===== src/rtl/gpx_pkg.sv =====
package gpx_pkg;

    typedef enum logic [2:0] {
        BS_IDLE,
        BS_ADDR,
        BS_AACK,
        BS_WR,
        BS_WACK,
        BS_RD,
        BS_RACK,
        BS_HOLD
    } bus_st_e;

    localparam logic [1:0] PTR_PINS = 2'd0;
    localparam logic [1:0] PTR_DRV  = 2'd1;
    localparam logic [1:0] PTR_INV  = 2'd2;
    localparam logic [1:0] PTR_DIR  = 2'd3;

    localparam int BYTE_W = 8;

endpackage


===== src/rtl/gpx_line_filter.sv =====
module gpx_line_filter #(
    parameter int FILT_LEN = 4
) (
    input  logic clk,
    input  logic rst_n,
    input  logic line_i,
    output logic line_o
);
    localparam int CW = $clog2(FILT_LEN + 1);

    typedef struct packed {
        logic          s1;
        logic          s2;
        logic          filt;
        logic [CW-1:0] cnt;
    } flt_t;

    flt_t s_d, s_q;

    always_comb begin
        s_d    = s_q;
        s_d.s1 = line_i;
        s_d.s2 = s_q.s1;
        if (s_q.s2 == s_q.filt) begin
            s_d.cnt = '0;
        end else if (s_q.cnt == CW'(FILT_LEN - 1)) begin
            s_d.filt = s_q.s2;
            s_d.cnt  = '0;
        end else begin
            s_d.cnt = s_q.cnt + 1'b1;
        end
    end

    always_ff @(posedge clk) begin
        if (!rst_n) begin
            s_q.s1   <= 1'b1;
            s_q.s2   <= 1'b1;
            s_q.filt <= 1'b1;
            s_q.cnt  <= '0;
        end else begin
            s_q <= s_d;
        end
    end

    assign line_o = s_q.filt;

    AST_FILT_NEEDS_RUN: assert property (@(posedge clk) disable iff (!rst_n)
        (s_q.filt != $past(s_q.filt)) |-> ($past(s_q.cnt) == CW'(FILT_LEN - 1)));

endmodule


===== src/rtl/gpx_i2c_target.sv =====
module gpx_i2c_target
    import gpx_pkg::*;
#(
    parameter logic [6:0] TARGET_ADDR = 7'h49
) (
    input  logic              clk,
    input  logic              rst_n,
    input  logic              scl_f,
    input  logic              sda_f,
    input  logic [BYTE_W-1:0] rd_byte,
    output logic              sda_oe,
    output logic              cmd_wr,
    output logic              data_wr,
    output logic [BYTE_W-1:0] wr_byte
);
    typedef struct packed {
        bus_st_e           st;
        logic              scl_p;
        logic              sda_p;
        logic [3:0]        cnt;
        logic [BYTE_W-1:0] sh;
        logic              rw;
        logic              first;
        logic              acked;
        logic              oe;
    } tgt_t;

    tgt_t s_d, s_q;

    logic rise, fall, start, stop;

    assign rise  = scl_f & ~s_q.scl_p;
    assign fall  = ~scl_f & s_q.scl_p;
    assign start = scl_f & s_q.scl_p & s_q.sda_p & ~sda_f;
    assign stop  = scl_f & s_q.scl_p & ~s_q.sda_p & sda_f;

    always_comb begin
        s_d       = s_q;
        s_d.scl_p = scl_f;
        s_d.sda_p = sda_f;
        cmd_wr    = 1'b0;
        data_wr   = 1'b0;
        if (start) begin
            s_d.st  = BS_ADDR;
            s_d.cnt = '0;
            s_d.oe  = 1'b0;
        end else if (stop) begin
            s_d.st = BS_IDLE;
            s_d.oe = 1'b0;
        end else begin
            case (s_q.st)
                BS_ADDR: begin
                    if (rise) begin
                        s_d.sh  = {s_q.sh[BYTE_W-2:0], sda_f};
                        s_d.cnt = s_q.cnt + 4'd1;
                    end else if (fall && s_q.cnt == 4'd8) begin
                        if (s_q.sh[7:1] == TARGET_ADDR) begin
                            s_d.st = BS_AACK;
                            s_d.oe = 1'b1;
                            s_d.rw = s_q.sh[0];
                        end else begin
                            s_d.st = BS_HOLD;
                        end
                    end
                end
                BS_AACK: begin
                    if (fall) begin
                        s_d.cnt = '0;
                        if (s_q.rw) begin
                            s_d.st = BS_RD;
                            s_d.sh = rd_byte;
                            s_d.oe = ~rd_byte[BYTE_W-1];
                        end else begin
                            s_d.st    = BS_WR;
                            s_d.oe    = 1'b0;
                            s_d.first = 1'b1;
                        end
                    end
                end
                BS_WR: begin
                    if (rise) begin
                        s_d.sh  = {s_q.sh[BYTE_W-2:0], sda_f};
                        s_d.cnt = s_q.cnt + 4'd1;
                    end else if (fall && s_q.cnt == 4'd8) begin
                        s_d.st  = BS_WACK;
                        s_d.oe  = 1'b1;
                        cmd_wr  = s_q.first;
                        data_wr = ~s_q.first;
                    end
                end
                BS_WACK: begin
                    if (fall) begin
                        s_d.st    = BS_WR;
                        s_d.oe    = 1'b0;
                        s_d.cnt   = '0;
                        s_d.first = 1'b0;
                    end
                end
                BS_RD: begin
                    if (rise) begin
                        s_d.cnt = s_q.cnt + 4'd1;
                    end else if (fall) begin
                        if (s_q.cnt == 4'd8) begin
                            s_d.st = BS_RACK;
                            s_d.oe = 1'b0;
                        end else begin
                            s_d.sh = {s_q.sh[BYTE_W-2:0], 1'b0};
                            s_d.oe = ~s_q.sh[BYTE_W-2];
                        end
                    end
                end
                BS_RACK: begin
                    if (rise) begin
                        s_d.acked = ~sda_f;
                    end else if (fall) begin
                        if (s_q.acked) begin
                            s_d.st  = BS_RD;
                            s_d.sh  = rd_byte;
                            s_d.oe  = ~rd_byte[BYTE_W-1];
                            s_d.cnt = '0;
                        end else begin
                            s_d.st = BS_HOLD;
                        end
                    end
                end
                default: ;
            endcase
        end
    end

    always_ff @(posedge clk) begin
        if (!rst_n) begin
            s_q.st    <= BS_IDLE;
            s_q.scl_p <= 1'b1;
            s_q.sda_p <= 1'b1;
            s_q.cnt   <= '0;
            s_q.sh    <= '0;
            s_q.rw    <= 1'b0;
            s_q.first <= 1'b0;
            s_q.acked <= 1'b0;
            s_q.oe    <= 1'b0;
        end else begin
            s_q <= s_d;
        end
    end

    assign sda_oe  = s_q.oe;
    assign wr_byte = s_q.sh;

    AST_SDA_QUIET_SCL_HIGH: assert property (@(posedge clk) disable iff (!rst_n)
        ($past(scl_f) && $past(scl_f, 2)) |-> $stable(sda_oe));

    AST_ACK_ONLY_OWN_ADDR: assert property (@(posedge clk) disable iff (!rst_n)
        (s_q.st == BS_AACK) |-> (s_q.sh[7:1] == TARGET_ADDR));

endmodule


===== src/rtl/gpx_port_regs.sv =====
module gpx_port_regs
    import gpx_pkg::*;
#(
    parameter int PORT_W = 4
) (
    input  logic              clk,
    input  logic              rst_n,
    input  logic              cmd_wr,
    input  logic              data_wr,
    input  logic [BYTE_W-1:0] wr_byte,
    input  logic [PORT_W-1:0] port_in,
    output logic [BYTE_W-1:0] rd_byte,
    output logic [PORT_W-1:0] port_oe,
    output logic [PORT_W-1:0] port_out
);
    typedef struct packed {
        logic [1:0]        ptr;
        logic [PORT_W-1:0] drv;
        logic [PORT_W-1:0] inv;
        logic [PORT_W-1:0] dir;
        logic [PORT_W-1:0] pin1;
        logic [PORT_W-1:0] pin2;
    } reg_t;

    reg_t s_d, s_q;

    always_comb begin
        s_d      = s_q;
        s_d.pin1 = port_in;
        s_d.pin2 = s_q.pin1;
        if (cmd_wr) begin
            if (wr_byte < BYTE_W'(4)) begin
                s_d.ptr = wr_byte[1:0];
            end
        end else if (data_wr) begin
            case (s_q.ptr)
                PTR_DRV: s_d.drv = wr_byte[PORT_W-1:0];
                PTR_INV: s_d.inv = wr_byte[PORT_W-1:0];
                PTR_DIR: s_d.dir = wr_byte[PORT_W-1:0];
                default: ;
            endcase
        end
    end

    always_comb begin
        case (s_q.ptr)
            PTR_PINS: begin
                rd_byte = '1;
                rd_byte[PORT_W-1:0] = s_q.pin2 ^ s_q.inv;
            end
            PTR_DRV: begin
                rd_byte = '1;
                rd_byte[PORT_W-1:0] = s_q.drv;
            end
            PTR_INV: begin
                rd_byte = '0;
                rd_byte[PORT_W-1:0] = s_q.inv;
            end
            default: begin
                rd_byte = '1;
                rd_byte[PORT_W-1:0] = s_q.dir;
            end
        endcase
    end

    always_ff @(posedge clk) begin
        if (!rst_n) begin
            s_q.ptr  <= PTR_PINS;
            s_q.drv  <= '1;
            s_q.inv  <= '0;
            s_q.dir  <= '1;
            s_q.pin1 <= '0;
            s_q.pin2 <= '0;
        end else begin
            s_q <= s_d;
        end
    end

    assign port_oe  = ~s_q.dir;
    assign port_out = s_q.drv & ~s_q.dir;

    AST_BAD_CMD_KEEPS_PTR: assert property (@(posedge clk) disable iff (!rst_n)
        (cmd_wr && wr_byte > BYTE_W'(3)) |=> $stable(s_q.ptr));

    AST_PIN_REG_WRITE_IGNORED: assert property (@(posedge clk) disable iff (!rst_n)
        (data_wr && s_q.ptr == PTR_PINS) |=> ($stable(s_q.drv) && $stable(s_q.inv) && $stable(s_q.dir)));

    AST_RESET_DEFAULTS: assert property (@(posedge clk)
        (rst_n && $past(!rst_n)) |-> (s_q.drv == '1 && s_q.dir == '1 && s_q.inv == '0 && s_q.ptr == PTR_PINS));

endmodule


===== src/rtl/gpx_core.sv =====
module gpx_core
    import gpx_pkg::*;
#(
    parameter int         PORT_W      = 4,
    parameter int         FILT_LEN    = 4,
    parameter logic [6:0] TARGET_ADDR = 7'h49
) (
    input  logic              clk,
    input  logic              rst_n,
    input  logic              scl_i,
    input  logic              sda_i,
    output logic              sda_oe,
    input  logic [PORT_W-1:0] port_in,
    output logic [PORT_W-1:0] port_oe,
    output logic [PORT_W-1:0] port_out
);
    localparam int N_LINES = 2;

    logic [N_LINES-1:0] line_raw;
    logic [N_LINES-1:0] line_flt;
    logic               cmd_wr, data_wr;
    logic [BYTE_W-1:0]  wr_byte, rd_byte;

    assign line_raw = {sda_i, scl_i};

    for (genvar g = 0; g < N_LINES; g++) begin : g_filt
        gpx_line_filter #(.FILT_LEN(FILT_LEN)) u_filt (
            .clk    (clk),
            .rst_n  (rst_n),
            .line_i (line_raw[g]),
            .line_o (line_flt[g])
        );
    end

    gpx_i2c_target #(.TARGET_ADDR(TARGET_ADDR)) u_target (
        .clk     (clk),
        .rst_n   (rst_n),
        .scl_f   (line_flt[0]),
        .sda_f   (line_flt[1]),
        .rd_byte (rd_byte),
        .sda_oe  (sda_oe),
        .cmd_wr  (cmd_wr),
        .data_wr (data_wr),
        .wr_byte (wr_byte)
    );

    gpx_port_regs #(.PORT_W(PORT_W)) u_regs (
        .clk      (clk),
        .rst_n    (rst_n),
        .cmd_wr   (cmd_wr),
        .data_wr  (data_wr),
        .wr_byte  (wr_byte),
        .port_in  (port_in),
        .rd_byte  (rd_byte),
        .port_oe  (port_oe),
        .port_out (port_out)
    );

endmodule


===== config.mk =====
export PLATFORM = sky130hd
export DESIGN_NAME = gpx_core
export DESIGN_NICKNAME = d
export VERILOG_FILES = /design/src/rtl/gpx_pkg.sv /design/src/rtl/gpx_line_filter.sv /design/src/rtl/gpx_i2c_target.sv /design/src/rtl/gpx_port_regs.sv /design/src/rtl/gpx_core.sv
export SDC_FILE = /design/constraint.sdc
export NUM_CORES = 1
export LEC_CHECK = 0
export CAP_MARGIN = 20
export CELL_PAD_IN_SITES_DETAIL_PLACEMENT = 0
export CELL_PAD_IN_SITES_GLOBAL_PLACEMENT = 1
export CORE_UTILIZATION = 40
export DETAILED_ROUTE_END_ITERATION = 8
export PLACE_DENSITY = 0.78
export SYNTH_ARGS = -nofsm -noshare
export SYNTH_HDL_FRONTEND = slang
export SYNTH_SLANG_ARGS = --single-unit

===== constraint.sdc =====
create_clock -name clk -period 2.2 [get_ports clk]
set_input_delay 0.66 -clock clk [delete_from_list [all_inputs] [get_ports clk]]
set_output_delay 0.66 -clock clk [all_outputs]
set_load 0.005 [all_outputs]

==> results of run 1 <==
[path summary, 6_finish.rpt]
check / end / startpoint
hold reg to reg: g_filt[1].u_filt.s_q[4] / g_filt[1].u_filt.s_d[4]
setup reg to reg: u_target.s_q[12] / u_target.s_q[20]
hold / removal: g_filt[1].u_filt.s_q[4] / g_filt[1].u_filt.s_d[4]
setup / recovery: u_target.s_q[12] / u_target.s_q[20]
[where the power goes]
part,internal (uW),switching (uW),total [uW]
registers,1010,3.09,1010
clock network,334,310,644
logic,26.7,24.2,50.9
total,1370,337,1700
[sequential cells by signal, summed over array words and instances (netlist names)]
name / count
g_filt.u_filt.s_d: 2
g_filt.u_filt.s_q: 8
u_regs.s_q: 18
g_filt.u_filt.line_o: 2
u_target.wr_byte: 8
u_regs.s_d: 4
u_target.s_q: 12
u_target.sda_oe: 1
[final cells by class]
class,instances,share of cell area [%]
sequential,55,36.15
multi-input combinational,215,46.18
clock inverter,1,0.9860
timing repair buffer,29,9.285
clock buffer,6,2.383
tap,77,3.164
inverter,15,1.849
[Yosys cell counts (4+ instances only)]
master and number:
a21oi_1 20, and2_1 9, and3b_1 5, clkbuf_1 12
dfxtp_1 55, ha_1 6, inv_1 14, mux2i_1 16
nand2_1 29, nand2b_1 19, nand3_1 7, nor2_1 21
nor2b_1 9, o211ai_1 7, o21ai_0 18, or3_1 4
xnor2_1 6
[cell families after synthesis]
family / Yosys count / synth area share, %
mux: 17 / 6.462
simple gates: 121 / 25.56
buf+inv: 32 / 5.471
compound gates: 65 / 16.18
flops: 55 / 41.51
fa+ha+maj: 6 / 2.830
xor+xnor: 6 / 1.981
[metal layers]
metal  global-route usage [%]  wire [um]  up-vias
met4                    4.931         78        0
li1                         -          -     1076
met3                    3.380        185        7
met1                    24.60       2777      999
met2                    25.19       2469       33
met5                        0          0        -
[stage by stage]
step                      cell area (um2)  power (uW)
final                                3045        1704
after global routing                 3045        1778
after CTS                            3045        1729
after detailed placement             2943        1085
after global placement               2943        1084
after floorplan                      2653        1059
==> out/results.tsv, run 1 <==
stage	metric	value	unit
sta	fin_crit_sh	90.83	%
critical_path	r2r_slack	200	ps
pwr	leakage	0.001184	uW
clock_network	clock_latency	300	ps
sta	rsz0062_at_grt	false	
critical_path	worstPathRequired	2430	ps
critical_path	path_max_fanout	15	
sta	worst_slack	201.8	ps
yosys	synth_top_area_cell	dfxtp_1	
layout	mostFrequentLayoutCells	dfxtp_1, nand2_1, nor2_1	
floorplanning	pin_count	17	
global_routing	grt_overflow	0	
route	drt_wl_total	5.510	mm
clock_network	cts_sinks	55	
route	viasPerCell	5.314	
critical_path	cp_num_buf_inv	2	
yosys	syn_avg_cell_area	8.783	um2
floorplanning	die_y	83.44	um
route	num_vias	2115	
run_status	run_status	finished clean	
yosys	ys_ff_latch	55	
critical_path	arrival	2230	ps
global_routing	grt_pass1_wl	9.522	mm
yosys	yosysSeqAreaShare	41.51	%
global_routing	antenna_found_initial	0	
yosys	synth_async_sr_flop_share	0	%
sta	hold_violations	0	
pwr	irDropWorstVdd	288.9	uV
floorplanning	dieWidth	83.44	um
placed_design	routabilityCongestion	0.8038	
route	wire_per_inst	13.84	um
critical_path	max_stage_delay	460	ps
yosys	syn_inst	302	
placed_design	place_hpwl	3.891	mm
yosys	synth_top_area_share	41.51	%
floorplanning	coreArea	6386	um2
layout	mostFrequentLayoutCell	dfxtp_1	
hold_path	min_path_type	flop to flop	
job	cap_violations	0	
pwr	power.density	559.6	nW/um2
sta	max-slew-margin-rel	65.80	%
yosys	synth_edf_count	0	
layout	multi_input_area	1406	um2
yosys	syn_area	2653	um2
critical_path	end_kind	flop	
clock_network	post_cts_resized	0	
critical_path	cp_num_cells	7	
global_routing	grt_pass1_vias	1995	
sta	fin_worst_skew	6.541	ps
route	drc	0	
layout	n_fill_cell	631	
route	ant_nets	0	
route	drt_iter0_markers	127	
critical_path	path_delay_family	compound AO/OA/AOI/OAI gates	
sta	fin_hold_ws	423.8	ps
clock_network	cts_buffer_depth	2	
placed_design	place_inst	391	
critical_path	crit_type	flop to flop	
clock_network	ctsHoldBuffers	0	
layout	nets	335	
critical_path	rr_worst_depth	7	
layout	final_util	47.69	%
layout	diodes	0	
yosys	synthFlopType	dfxtp_1	
clock_network	cts-buffers-inserted	5	
critical_path	cp_slowest_cell	dfxtp_1	
sta	tightest_slew	507.7	ps
layout	stdcell_count	398	
yosys	yosys-top-cells-area	dfxtp_1, mux2i_1, nand2b_1, nand2_1, a21oi_1	
global_routing	grt.total_usage	16.88	%
sta	period_minus_slack	1998	ps
yosys	syn_nets	316	
critical_path	startpoint_type	flop	
layout	synthToLayoutAreaGrowth	14.81	%
clock_network	cts_tree	built	
layout	register_area	1101	um2
clock_network	clock-root-buffer	clkbuf_8	
yosys	synth_warnings	0	
sta	setup_viol	0	
floorplanning	die-area	6961	um2
route	drt_first_pass_iters	4	
layout	drive_gt1_share	9.034	%
floorplanning	row_count	29	
clock_network	clkSlewWorstSetupHoldPaths	90	ps
critical_path	critPathMostFrequentCell	buf_4	
sta	tns	0	ps
placed_design	port_buffers	16	
sta	finalMaxSlewViolations	0	
hold_path	hold_depth	1	
global_routing	grt_max_degree	30	
yosys	ys_types	50	
clock_network	ctsHtreeMaxLevel	2	
floorplanning	start_util	41.54	%
clock_network	cts_setup_buffers	0	
placed_design	place_ws	245.6	ps
sta	max_freq	500.5	MHz
critical_path	crit_chain	buf_4 > nor2b_1 > a211oi_1 > o211ai_1 > buf_4 > or3_1 > a21oi_1	
Power figures use the tool's default switching activity.
==> run 2, diff against run 1 <==
--- a/config.mk
+++ b/config.mk
@@ -10,6 +10,7 @@
 export CELL_PAD_IN_SITES_GLOBAL_PLACEMENT = 1
 export CORE_UTILIZATION = 40
 export DETAILED_ROUTE_END_ITERATION = 8
+export GPL_TIMING_DRIVEN = 1
 export PLACE_DENSITY = 0.78
 export SYNTH_ARGS = -nofsm -noshare
 export SYNTH_HDL_FRONTEND = slang
==> results of run 2 <==
No change in the layout: final DEF, timing and power equal those of run 1.
==> run 3, diff against run 2 <==
--- a/config.mk
+++ b/config.mk
@@ -11,6 +11,7 @@
 export CORE_UTILIZATION = 40
 export DETAILED_ROUTE_END_ITERATION = 8
 export GPL_TIMING_DRIVEN = 1
+export MAX_ROUTING_LAYER = met4
 export PLACE_DENSITY = 0.78
 export SYNTH_ARGS = -nofsm -noshare
 export SYNTH_HDL_FRONTEND = slang
==> run 3 against run 2 <==
Sequential share of layout area unchanged; largest cell class unchanged; flip-flop and latch count unchanged; global-route usage up 0.53 points; combinational power about the same; first-iteration DRC count up 3.1%.
==> out/results.tsv, run 3 (same netlist as run 1, synthesis figures left out) <==
stage	metric	value	unit
clock_network	clkSlewWorstSetupHoldPaths	90	ps
floorplanning	die-area	6961	um2
layout	diodes	0	
placed_design	port_buffers	16	
critical_path	rr_worst_depth	7	
layout	mostFrequentLayoutCell	dfxtp_1	
clock_network	post_cts_resized	0	
clock_network	cts-buffers-inserted	5	
critical_path	path_delay_family	compound AO/OA/AOI/OAI gates	
global_routing	grt_max_degree	30	
clock_network	cts_setup_buffers	0	
floorplanning	coreArea	6386	um2
global_routing	grt_pass1_wl	9.542	mm
placed_design	place_inst	391	
floorplanning	pin_count	17	
sta	rsz0062_at_grt	false	
pwr	power.density	559.7	nW/um2
global_routing	grt_util_met2	25.11	%
global_routing	grt_pass1_vias	1990	
clock_network	clock_latency	300	ps
sta	hold_violations	0	
critical_path	crit_type	flop to flop	
layout	fin_area	3045	um2
layout	nets	335	
global_routing	grtUsageMet1	24.78	%
pwr	p_switching	337.8	uW
sta	fin_worst_skew	6.348	ps
global_routing	grt_busiest_layer	met2	
route	drc	0	
run_status	run_status	finished clean	
route	drt_first_pass_iters	4	
sta	finalMaxSlewViolations	0	
critical_path	end_kind	flop	
critical_path	crit_chain	buf_4 > nand3b_1 > a21o_1 > a211oi_4 > buf_12 > nor2_1 > a311oi_1	
global_routing	grt.total_usage	17.41	%
floorplanning	die_y	83.44	um
pwr	irDropWorstVdd	288.9	uV
layout	mostFrequentLayoutCells	dfxtp_1, nand2_1, nor2_1	
route	wire_per_inst	13.83	um
critical_path	cp_num_cells	7	
sta	setup_viol	0	
floorplanning	row_count	29	
sta	tightest_slew	502.2	ps
placed_design	place_hpwl	3.891	mm
clock_network	clock-root-buffer	clkbuf_8	
sta	tns	0	ps
clock_network	cts_tree	built	
route	num_vias	2117	
route	viasPerCell	5.319	
critical_path	path_max_fanout	16	
clock_network	ctsHtreeMaxLevel	2	
pwr	combPwrFrac	3.0	%
pwr	total_power	1705	uW
hold_path	min_path_type	flop to flop	
global_routing	grt_overflow	0	
route	drt_wl_total	5.503	mm
critical_path	max_stage_delay	620	ps
job	cap_violations	0	
sta	max-slew-margin-rel	66.16	%
sta	max_freq	496.1	MHz
clock_network	ctsHoldBuffers	0	
layout	largest_reg_flops	18	
pwr	p_seq_share	59.2	%
pwr	leakage	0.001184	uW
critical_path	cp_slowest_cell	dfxtp_1	
critical_path	startpoint_type	flop	
floorplanning	dieWidth	83.44	um
sta	fin_hold_ws	423.3	ps
layout	drive_gt1_share	9.034	%
clock_network	cts_sinks	55	
critical_path	worstPathRequired	2410	ps
layout	stdcell_count	398	
global_routing	use_met3	3.380	%
clock_network	cts_buffer_depth	2	
pwr	clkPwrFrac	37.8	%
layout	synthToLayoutAreaGrowth	14.81	%
route	drt_iter0_markers	131	
pwr	p_sw_share	19.82	%
sta	fin_crit_sh	91.62	%
floorplanning	start_util	41.54	%
sta	period_minus_slack	2016	ps
global_routing	antenna_found_initial	0	
placed_design	dpl_cell_area	2943	um2
layout	top_regs	u_regs.s_q x18, u_target.s_q x12	
route	ant_nets	0	
critical_path	arrival	2230	ps
placed_design	routabilityCongestion	0.8155	
hold_path	hold_depth	1	
layout	top_register	u_regs.s_q	
pwr	internal-power	1367	uW
critical_path	cp_num_buf_inv	2	
-- run 3: cell counts in the layout (fill, tap and decap cells not counted) --
No cell type changed its count.
-- run 3: area by class of cell --
type,count,area (um2)
clock buffer,6,72.57
clock inverter,1,30.03
fill,631,3341
inverter,15,56.30
multi-input combinational,215,1406
sequential,55,1101
tap,77,96.34
timing repair buffer,29,282.8
-- run 3: through the flow --
stage | util, % | setup WS, ps
after floorplan | - | 378.5
after global placement | 46.08 | 282.4
after detailed placement | 46.08 | 245.6
after CTS | 47.69 | 208.5
after global routing | 47.69 | 89.06
final | 47.69 | 184.3
-- run 3: power by group through the flow --
stage	sequential [uW]	combinational (uW)	clock [uW]
2_1_floorplan	1030	27.1	0
3_3_place_gp	1030	51.4	0
3_5_place_dp	1030	52.8	0
4_1_cts	1010	52.7	667
5_1_grt	1010	56.5	711
6_report	1010	51.0	644
-- run 3: path summary, 6_finish.rpt --
path	start	to	slack [ps]
max	u_target.s_q[20]	u_target.wr_byte[0]	180
min reg2reg	g_filt[1].u_filt.s_d[4]	g_filt[1].u_filt.s_q[4]	420
max reg2reg	u_target.s_q[20]	u_target.wr_byte[0]	180
min	g_filt[1].u_filt.s_d[4]	g_filt[1].u_filt.s_q[4]	420
-- run 3: routing by layer --
metal  up-vias  routed length [um]
li1       1081                   -
met1      1003                2794
met2        26                2449
met3         7                 181
met4         0                  78
met5         -                   0
